`src/rtl/sac_pkg.sv`:
```
package sac_pkg;

    localparam int MUBI_W = 4;
    typedef logic [MUBI_W-1:0] mubi4_t;

    localparam mubi4_t MUBI4_FALSE = 4'h9;
    localparam mubi4_t MUBI4_TRUE  = 4'h6;

    localparam int NUM_ALERTS = 4;
    localparam int NUM_NMI    = 2;

    // Alert class positions (bit order of the test register)
    localparam int ACLS_FATAL_SW = 0;
    localparam int ACLS_RECOV_SW = 1;
    localparam int ACLS_FATAL_HW = 2;
    localparam int ACLS_RECOV_HW = 3;

    // NMI source positions
    localparam int NSRC_ALERT = 0;
    localparam int NSRC_WDOG  = 1;

    // Register word indices
    localparam int RIDX_ATEST  = 0;
    localparam int RIDX_RECOV  = 1;
    localparam int RIDX_FATAL  = 2;
    localparam int RIDX_NMI_EN = 3;
    localparam int RIDX_NMI_ST = 4;

    typedef struct packed {
        logic atest;
        logic recov;
        logic fatal;
        logic nmi_en;
        logic nmi_st;
    } wr_sel_t;

    function automatic logic mubi4_is_true(mubi4_t v);
        return v != MUBI4_FALSE;
    endfunction

    function automatic mubi4_t mubi4_set(mubi4_t cur, mubi4_t setbits);
        return cur | setbits;
    endfunction

endpackage

```
`src/rtl/sac_reg_decode.sv`:
```
module sac_reg_decode
    import sac_pkg::*;
#(
    parameter int ADDR_W = 3
) (
    input  logic              we_i,
    input  logic [ADDR_W-1:0] addr_i,
    output wr_sel_t           sel_o
);

    localparam logic [ADDR_W-1:0] A_ATEST  = ADDR_W'(RIDX_ATEST);
    localparam logic [ADDR_W-1:0] A_RECOV  = ADDR_W'(RIDX_RECOV);
    localparam logic [ADDR_W-1:0] A_FATAL  = ADDR_W'(RIDX_FATAL);
    localparam logic [ADDR_W-1:0] A_NMI_EN = ADDR_W'(RIDX_NMI_EN);
    localparam logic [ADDR_W-1:0] A_NMI_ST = ADDR_W'(RIDX_NMI_ST);

    always_comb begin
        sel_o        = '0;
        sel_o.atest  = we_i && (addr_i == A_ATEST);
        sel_o.recov  = we_i && (addr_i == A_RECOV);
        sel_o.fatal  = we_i && (addr_i == A_FATAL);
        sel_o.nmi_en = we_i && (addr_i == A_NMI_EN);
        sel_o.nmi_st = we_i && (addr_i == A_NMI_ST);
    end

    always_comb begin
        assert ($countones(sel_o) <= 1) else $error("AST_ONE_WRITE_TARGET");
    end

endmodule

```
`src/rtl/sac_sw_alert_regs.sv`:
```
module sac_sw_alert_regs
    import sac_pkg::*;
(
    input  logic   clk_i,
    input  logic   rst_i,
    input  logic   wr_recov_i,
    input  logic   wr_fatal_i,
    input  mubi4_t wdata_i,
    input  logic   recov_sent_i,
    output mubi4_t recov_q_o,
    output mubi4_t fatal_q_o
);

    mubi4_t recov_q, fatal_q;

    always_ff @(posedge clk_i) begin
        if (rst_i) begin
            recov_q <= MUBI4_FALSE;
        end else if (wr_recov_i) begin
            recov_q <= wdata_i;
        end else if (recov_sent_i) begin
            recov_q <= MUBI4_FALSE;
        end
    end

    always_ff @(posedge clk_i) begin
        if (rst_i) begin
            fatal_q <= MUBI4_FALSE;
        end else if (wr_fatal_i) begin
            fatal_q <= mubi4_set(fatal_q, wdata_i);
        end
    end

    assign recov_q_o = recov_q;
    assign fatal_q_o = fatal_q;

    AST_FATAL_STICKY: assert property (@(posedge clk_i) disable iff (rst_i)
        (fatal_q != MUBI4_FALSE) |=> (fatal_q != MUBI4_FALSE))
        else $error("AST_FATAL_STICKY");

    AST_RECOV_SELF_CLEAR: assert property (@(posedge clk_i) disable iff (rst_i)
        (recov_sent_i && !wr_recov_i) |=> (recov_q == MUBI4_FALSE))
        else $error("AST_RECOV_SELF_CLEAR");

    AST_RECOV_HOLD: assert property (@(posedge clk_i) disable iff (rst_i)
        (!recov_sent_i && !wr_recov_i) |=> $stable(recov_q))
        else $error("AST_RECOV_HOLD");

endmodule

```
`src/rtl/sac_alert_chan.sv`:
```
module sac_alert_chan (
    input  logic clk_i,
    input  logic rst_i,
    input  logic trig_pulse_i,
    input  logic trig_level_i,
    input  logic ack_i,
    output logic req_o
);

    logic req_q, req_d;

    // A pending request absorbs new triggers. After a handshake a one-shot
    // trigger in the same cycle re-arms at once; a level re-arms one cycle later.
    always_comb begin
        if (req_q) begin
            req_d = !ack_i || trig_pulse_i;
        end else begin
            req_d = trig_pulse_i || trig_level_i;
        end
    end

    always_ff @(posedge clk_i) begin
        if (rst_i) begin
            req_q <= 1'b0;
        end else begin
            req_q <= req_d;
        end
    end

    assign req_o = req_q;

    AST_REQ_HOLD: assert property (@(posedge clk_i) disable iff (rst_i)
        (req_o && !ack_i) |=> req_o)
        else $error("AST_REQ_HOLD");

    AST_REQ_CAUSE: assert property (@(posedge clk_i) disable iff (rst_i)
        (!req_o && !trig_pulse_i && !trig_level_i) |=> !req_o)
        else $error("AST_REQ_CAUSE");

endmodule

```
`src/rtl/sac_nmi_track.sv`:
```
module sac_nmi_track #(
    parameter int N = 2
) (
    input  logic         clk_i,
    input  logic         rst_i,
    input  logic         set_en_i,
    input  logic         clr_st_i,
    input  logic [N-1:0] wdata_i,
    input  logic [N-1:0] evt_i,
    output logic [N-1:0] en_o,
    output logic [N-1:0] st_o,
    output logic         nmi_o
);

    logic [N-1:0] en_q, st_q;
    logic [N-1:0] clr_mask;
    logic         nmi_q;

    assign clr_mask = clr_st_i ? wdata_i : '0;

    for (genvar i = 0; i < N; i++) begin : g_src
        always_ff @(posedge clk_i) begin
            if (rst_i) begin
                en_q[i] <= 1'b0;
                st_q[i] <= 1'b0;
            end else begin
                en_q[i] <= en_q[i] | (set_en_i & wdata_i[i]);
                st_q[i] <= evt_i[i] | (st_q[i] & ~clr_mask[i]);
            end
        end
    end

    always_ff @(posedge clk_i) begin
        if (rst_i) begin
            nmi_q <= 1'b0;
        end else begin
            nmi_q <= |(st_q & en_q);
        end
    end

    assign en_o  = en_q;
    assign st_o  = st_q;
    assign nmi_o = nmi_q;

    AST_NMI_EN_STICKY: assert property (@(posedge clk_i) disable iff (rst_i)
        (|en_o) |=> ((en_o & $past(en_o)) == $past(en_o)))
        else $error("AST_NMI_EN_STICKY");

    AST_NMI_EVT_WINS: assert property (@(posedge clk_i) disable iff (rst_i)
        (|evt_i) |=> ((st_o & $past(evt_i)) == $past(evt_i)))
        else $error("AST_NMI_EVT_WINS");

    AST_NMI_ST_HOLD: assert property (@(posedge clk_i) disable iff (rst_i)
        (!clr_st_i && (|st_o)) |=> ((st_o & $past(st_o)) == $past(st_o)))
        else $error("AST_NMI_ST_HOLD");

    AST_NMI_QUIET: assert property (@(posedge clk_i) disable iff (rst_i)
        ((st_o & en_o) == '0) |=> !nmi_o)
        else $error("AST_NMI_QUIET");

endmodule

```
`src/rtl/sac_swalert_nmi.sv`:
```
module sac_swalert_nmi
    import sac_pkg::*;
#(
    parameter int DATA_W = 32,
    parameter int ADDR_W = 3
) (
    input  logic                  clk_i,
    input  logic                  rst_i,
    input  logic                  reg_we_i,
    input  logic [ADDR_W-1:0]     reg_waddr_i,
    input  logic [DATA_W-1:0]     reg_wdata_i,
    input  logic [ADDR_W-1:0]     reg_raddr_i,
    output logic [DATA_W-1:0]     reg_rdata_o,
    input  logic [NUM_ALERTS-1:0] alert_ack_i,
    input  logic                  nmi_alert_evt_i,
    input  logic                  nmi_wdog_evt_i,
    output logic [NUM_ALERTS-1:0] alert_req_o,
    output logic                  nmi_req_o
);

    localparam logic [ADDR_W-1:0] A_RECOV  = ADDR_W'(RIDX_RECOV);
    localparam logic [ADDR_W-1:0] A_FATAL  = ADDR_W'(RIDX_FATAL);
    localparam logic [ADDR_W-1:0] A_NMI_EN = ADDR_W'(RIDX_NMI_EN);
    localparam logic [ADDR_W-1:0] A_NMI_ST = ADDR_W'(RIDX_NMI_ST);

    wr_sel_t                wr_sel;
    mubi4_t                 recov_q, fatal_q;
    logic [NUM_ALERTS-1:0]  req_vec;
    logic [NUM_ALERTS-1:0]  lvl_vec;
    logic [NUM_NMI-1:0]     nmi_evt, nmi_en, nmi_st;
    logic                   recov_sent;
    logic                   unused_wdata;

    assign unused_wdata = ^reg_wdata_i[DATA_W-1:NUM_ALERTS];

    sac_reg_decode #(.ADDR_W(ADDR_W)) u_decode (
        .we_i   (reg_we_i),
        .addr_i (reg_waddr_i),
        .sel_o  (wr_sel)
    );

    assign recov_sent = alert_ack_i[ACLS_RECOV_SW] & req_vec[ACLS_RECOV_SW];

    sac_sw_alert_regs u_swregs (
        .clk_i        (clk_i),
        .rst_i        (rst_i),
        .wr_recov_i   (wr_sel.recov),
        .wr_fatal_i   (wr_sel.fatal),
        .wdata_i      (reg_wdata_i[MUBI_W-1:0]),
        .recov_sent_i (recov_sent),
        .recov_q_o    (recov_q),
        .fatal_q_o    (fatal_q)
    );

    always_comb begin
        lvl_vec                = '0;
        lvl_vec[ACLS_FATAL_SW] = mubi4_is_true(fatal_q);
        lvl_vec[ACLS_RECOV_SW] = mubi4_is_true(recov_q);
    end

    for (genvar c = 0; c < NUM_ALERTS; c++) begin : g_chan
        sac_alert_chan u_chan (
            .clk_i        (clk_i),
            .rst_i        (rst_i),
            .trig_pulse_i (wr_sel.atest & reg_wdata_i[c]),
            .trig_level_i (lvl_vec[c]),
            .ack_i        (alert_ack_i[c]),
            .req_o        (req_vec[c])
        );
    end

    always_comb begin
        nmi_evt             = '0;
        nmi_evt[NSRC_ALERT] = nmi_alert_evt_i;
        nmi_evt[NSRC_WDOG]  = nmi_wdog_evt_i;
    end

    sac_nmi_track #(.N(NUM_NMI)) u_nmi (
        .clk_i    (clk_i),
        .rst_i    (rst_i),
        .set_en_i (wr_sel.nmi_en),
        .clr_st_i (wr_sel.nmi_st),
        .wdata_i  (reg_wdata_i[NUM_NMI-1:0]),
        .evt_i    (nmi_evt),
        .en_o     (nmi_en),
        .st_o     (nmi_st),
        .nmi_o    (nmi_req_o)
    );

    always_comb begin
        reg_rdata_o = '0;
        case (reg_raddr_i)
            A_RECOV:  reg_rdata_o[MUBI_W-1:0]  = recov_q;
            A_FATAL:  reg_rdata_o[MUBI_W-1:0]  = fatal_q;
            A_NMI_EN: reg_rdata_o[NUM_NMI-1:0] = nmi_en;
            A_NMI_ST: reg_rdata_o[NUM_NMI-1:0] = nmi_st;
            default:  reg_rdata_o = '0;
        endcase
    end

    assign alert_req_o = req_vec;

    AST_FATAL_KEEPS_FIRING: assert property (@(posedge clk_i) disable iff (rst_i)
        (mubi4_is_true(fatal_q) && !req_vec[ACLS_FATAL_SW]) |=> req_vec[ACLS_FATAL_SW])
        else $error("AST_FATAL_KEEPS_FIRING");

    AST_RECOV_RAISES: assert property (@(posedge clk_i) disable iff (rst_i)
        (mubi4_is_true(recov_q) && !req_vec[ACLS_RECOV_SW]) |=> req_vec[ACLS_RECOV_SW])
        else $error("AST_RECOV_RAISES");

endmodule

```
`config.mk`:
```
export PLATFORM = sky130hd
export DESIGN_NAME = sac_swalert_nmi
export DESIGN_NICKNAME = d
export VERILOG_FILES = /design/src/rtl/sac_pkg.sv /design/src/rtl/sac_reg_decode.sv /design/src/rtl/sac_sw_alert_regs.sv /design/src/rtl/sac_alert_chan.sv /design/src/rtl/sac_nmi_track.sv /design/src/rtl/sac_swalert_nmi.sv
export SDC_FILE = /design/constraint.sdc
export NUM_CORES = 1
export LEC_CHECK = 0
export BUFFER_PORTS_ARGS = -buffer_cell sky130_fd_sc_hd__buf_2
export CAP_MARGIN = 5
export CORE_ASPECT_RATIO = 0.6
export CORE_MARGIN = 2
export CORE_UTILIZATION = 35
export DETAILED_ROUTE_END_ITERATION = 8
export PLACE_DENSITY = 0.76
export REMOVE_ABC_BUFFERS = 1
export SLEW_MARGIN = 0
export SYNTH_ARGS = -nofsm -noshare
export SYNTH_HDL_FRONTEND = slang
export SYNTH_SLANG_ARGS = --single-unit
```
`constraint.sdc`:
```
create_clock -name clk_i -period 1.5 [get_ports clk_i]
set_input_delay 0.3 -clock clk_i [delete_from_list [all_inputs] [get_ports clk_i]]
set_output_delay 0.3 -clock clk_i [all_outputs]
set_load 0.005 [all_outputs]
```
==> reports/results.txt <==
Power Total - 0.951 mW
Worst skew pair latency - 0.25 ns
# resized after CTS - 0
Worst path required time - 1.20 ns
Final WL - 2000 microns
Max clock buf depth - 2
Clk slew on worst S/H paths - 0.07 ns
Post-Syn Area - 1010 sq um
Worst min path class - in2reg
Slew Viols, Final - 0
Fin. Hold Viols - 0
Crit. End Element - primary output
Yosys warns - 0
Highest Signal Layer - met4
Fin crit period - 1.32 ns
DRT Pass-1 Iters - 4
Synth Register Bits - 17
Worst setup path start - u_swregs.fatal_q_o[1]
Area Overhead vs Synth - 7.55%
CP bufs+invs - 1
Number of global-route vias before repair - 684
Grt ovf - 0
Core area - 2820 sq um
Final worst-path cycle share - 87.8%
Reg2reg start - u_swregs.fatal_q_o[2]
Worst R2R Path Depth - 3
Slowest cell delay on critical path - 0.35 ns
# rows - 15
FF-to-FF End - g_chan[0].u_chan.req_o
R2r setup slk - 0.57 ns
Vias - 798
Clk sinks - 17
Synthesized area per cell - 8.42 sq um
DRC errors left - 0
Critical Path AT - 1.02 ns
Vias per cell - 4.48
CTS tree - yes
Status - finished, final reports clean
Layout cell share with drive strength beyond 1 - 22.9%
Postcts setup bufs - 0
Routed length per instance - 11.2 microns
Die area - 3350 sq um
Clock root buffer - clkbuf_8
Post-synthesis cell type count - 27
Maximum VDD drop - 0.000251 V
RSZ-0062 raised after global routing - false
Critical Path End - reg_rdata_o[1]
Initial Utilization - 35.9%
Slowest cell on crit path - dfxtp_1
Startpoint types - register
Leak pwr - 0.511 nW
Final setup viols - 0
CP top delay family - flip-flops
Die Y-Extent - 45.6 microns
Wire length on met3 - 98 microns
Pin count of the biggest net entering global routing - 20
Fillers - 298
Fin nets - 192
H-tree levels - 1
Final Skew - 0.00133 ns
Critical Path Fanout Max - 3
Ant. Diodes - 0
Num ports - 84
Gpl congestion - 0.761
Initial antenna violation count - 0
Stages on worst setup path - 3
Chip width - 73.4 microns
Routed Antenna Nets - 0
Sequential element share of the synthesized area - 33.7%
Syn Inst Count - 120
Total GRT Usage - 12.6%
Max-cap violations - 0
Met2 routed WL - 876 microns
Met1 WL - 1010 microns
Setup TNS - 0 ns
First-pass GRT wire length - 3160 microns
Crit Path Class - reg2out
Port bufs - 27
Cts bufs inserted - 3
Crit-path cells - a22oi_1 -> o22ai_1 -> buf_2
Power density cells - 875 nW/um^2
Post-DP HPWL - 1580 microns
DR iter-0 viols - 36
F_max - 0.759 GHz
Hold_buf cts - 0
[final cells by class]
cell class	count	area [sq um]	share of cell area (%)
clock buffers	3	41.3	3.80
multi-input cells	94	515	47.4
flip-flops and latches	17	340	31.3
clock inverters	1	5.00	0.460
repair buffers	27	135	12.4
well taps	34	42.5	3.91
inverters	2	7.51	0.690
[power breakdown]
| part | switching (mW) | internal [mW] |
|---|---|---|
| clock | 0.160 | 0.184 |
| combinational | 0.0766 | 0.0535 |
| sequential | 0.0109 | 0.466 |
| total | 0.248 | 0.703 |
[sequential cells by signal, indices dropped and copies added, names as in the netlist]
register and count:
g_chan.u_chan.req_o 4, u_nmi.en_o 2, u_nmi.nmi_o 1, u_nmi.st_o 2
u_swregs.fatal_q_o 4, u_swregs.recov_q_o 4
[worst min path at each step]
stage / startpoint / end / slack [ns] / cells past startpoint
after floorplan: rst_i / g_chan[0].u_chan.req_o / 0.37 / 1
after global placement: u_nmi.en_o[0] / u_nmi.en_o[0] / 0.48 / 2
after detailed placement: u_nmi.en_o[0] / u_nmi.en_o[0] / 0.48 / 2
after CTS: reg_wdata_i[3] / u_swregs.fatal_q_o[3] / 0.29 / 2
after global routing: reg_wdata_i[3] / u_swregs.fatal_q_o[3] / 0.28 / 2
final: reg_wdata_i[3] / u_swregs.fatal_q_o[3] / 0.29 / 2
[per-stage QoR]
stage,util [%],std cells,hold WS [ns],setup slack [ns],area [sq um]
2_1_floorplan,-,113,0.369,0.506,863
3_3_place_gp,37.0,174,0.476,0.225,1040
3_5_place_dp,37.0,174,0.483,0.219,1040
4_1_cts,38.6,178,0.289,0.188,1090
5_1_grt,38.6,178,0.280,0.0902,1090
6_report,38.6,178,0.295,0.183,1090
[placed cells by master, fill, tap and decap left out, types with 3 or more instances in the layout]
cell type	count
dfxtp_1	17
buf_2	27
a22oi_1	5
nor3_1	3
nor2b_1	6
a21oi_1	10
clkbuf_8	3
nand2_1	8
conb_1	28
nor2_1	13
[routing by layer]
layer / global-route usage [%] / vias up
met5: 0 / -
met1: 17.7 / 358
met2: 19.3 / 31
li1: - / 405
met3: 2.65 / 4
met4: 4.36 / 0
[cells in the mapped netlist, drive strengths merged]
| cell | instances | share of area, % |
|---|---|---|
| mux2i | 2 | 2.0 |
| and4b | 1 | 0.99 |
| inv | 2 | 0.74 |
| nand3b | 1 | 0.74 |
| buf | 34 | 25 |
| nand2b | 1 | 0.62 |
| conb | 1 | 0.37 |
| nand2 | 8 | 3.0 |
| nor4b | 1 | 2.4 |
| o41ai | 1 | 0.87 |
| a22oi | 5 | 3.7 |
| nand3 | 2 | 0.99 |
| nor2 | 13 | 4.8 |
| o31ai | 1 | 0.74 |
| and4bb | 1 | 1.6 |
| dfxtp | 17 | 34 |
| a211o | 2 | 1.7 |
| a31oi | 2 | 1.2 |
| a311oi | 2 | 1.7 |
| nor4bb | 1 | 0.99 |
| o22ai | 2 | 1.2 |
| nand4bb | 1 | 1.1 |
| nor2b | 6 | 3.7 |
| a21oi | 10 | 5.0 |
| nor3 | 3 | 1.5 |
[cell families after synthesis]
family / after synthesis / synth area share (%)
buffers and inverters: 36 / 25.4
AO/OA/AOI/OAI: 25 / 16.2
multiplexers: 2 / 1.98
flip-flops: 17 / 33.7
AND/OR/NAND/NOR: 39 / 22.4
other: 1 / 0.371
No activity file was read; power rests on OpenSTA's default activity.
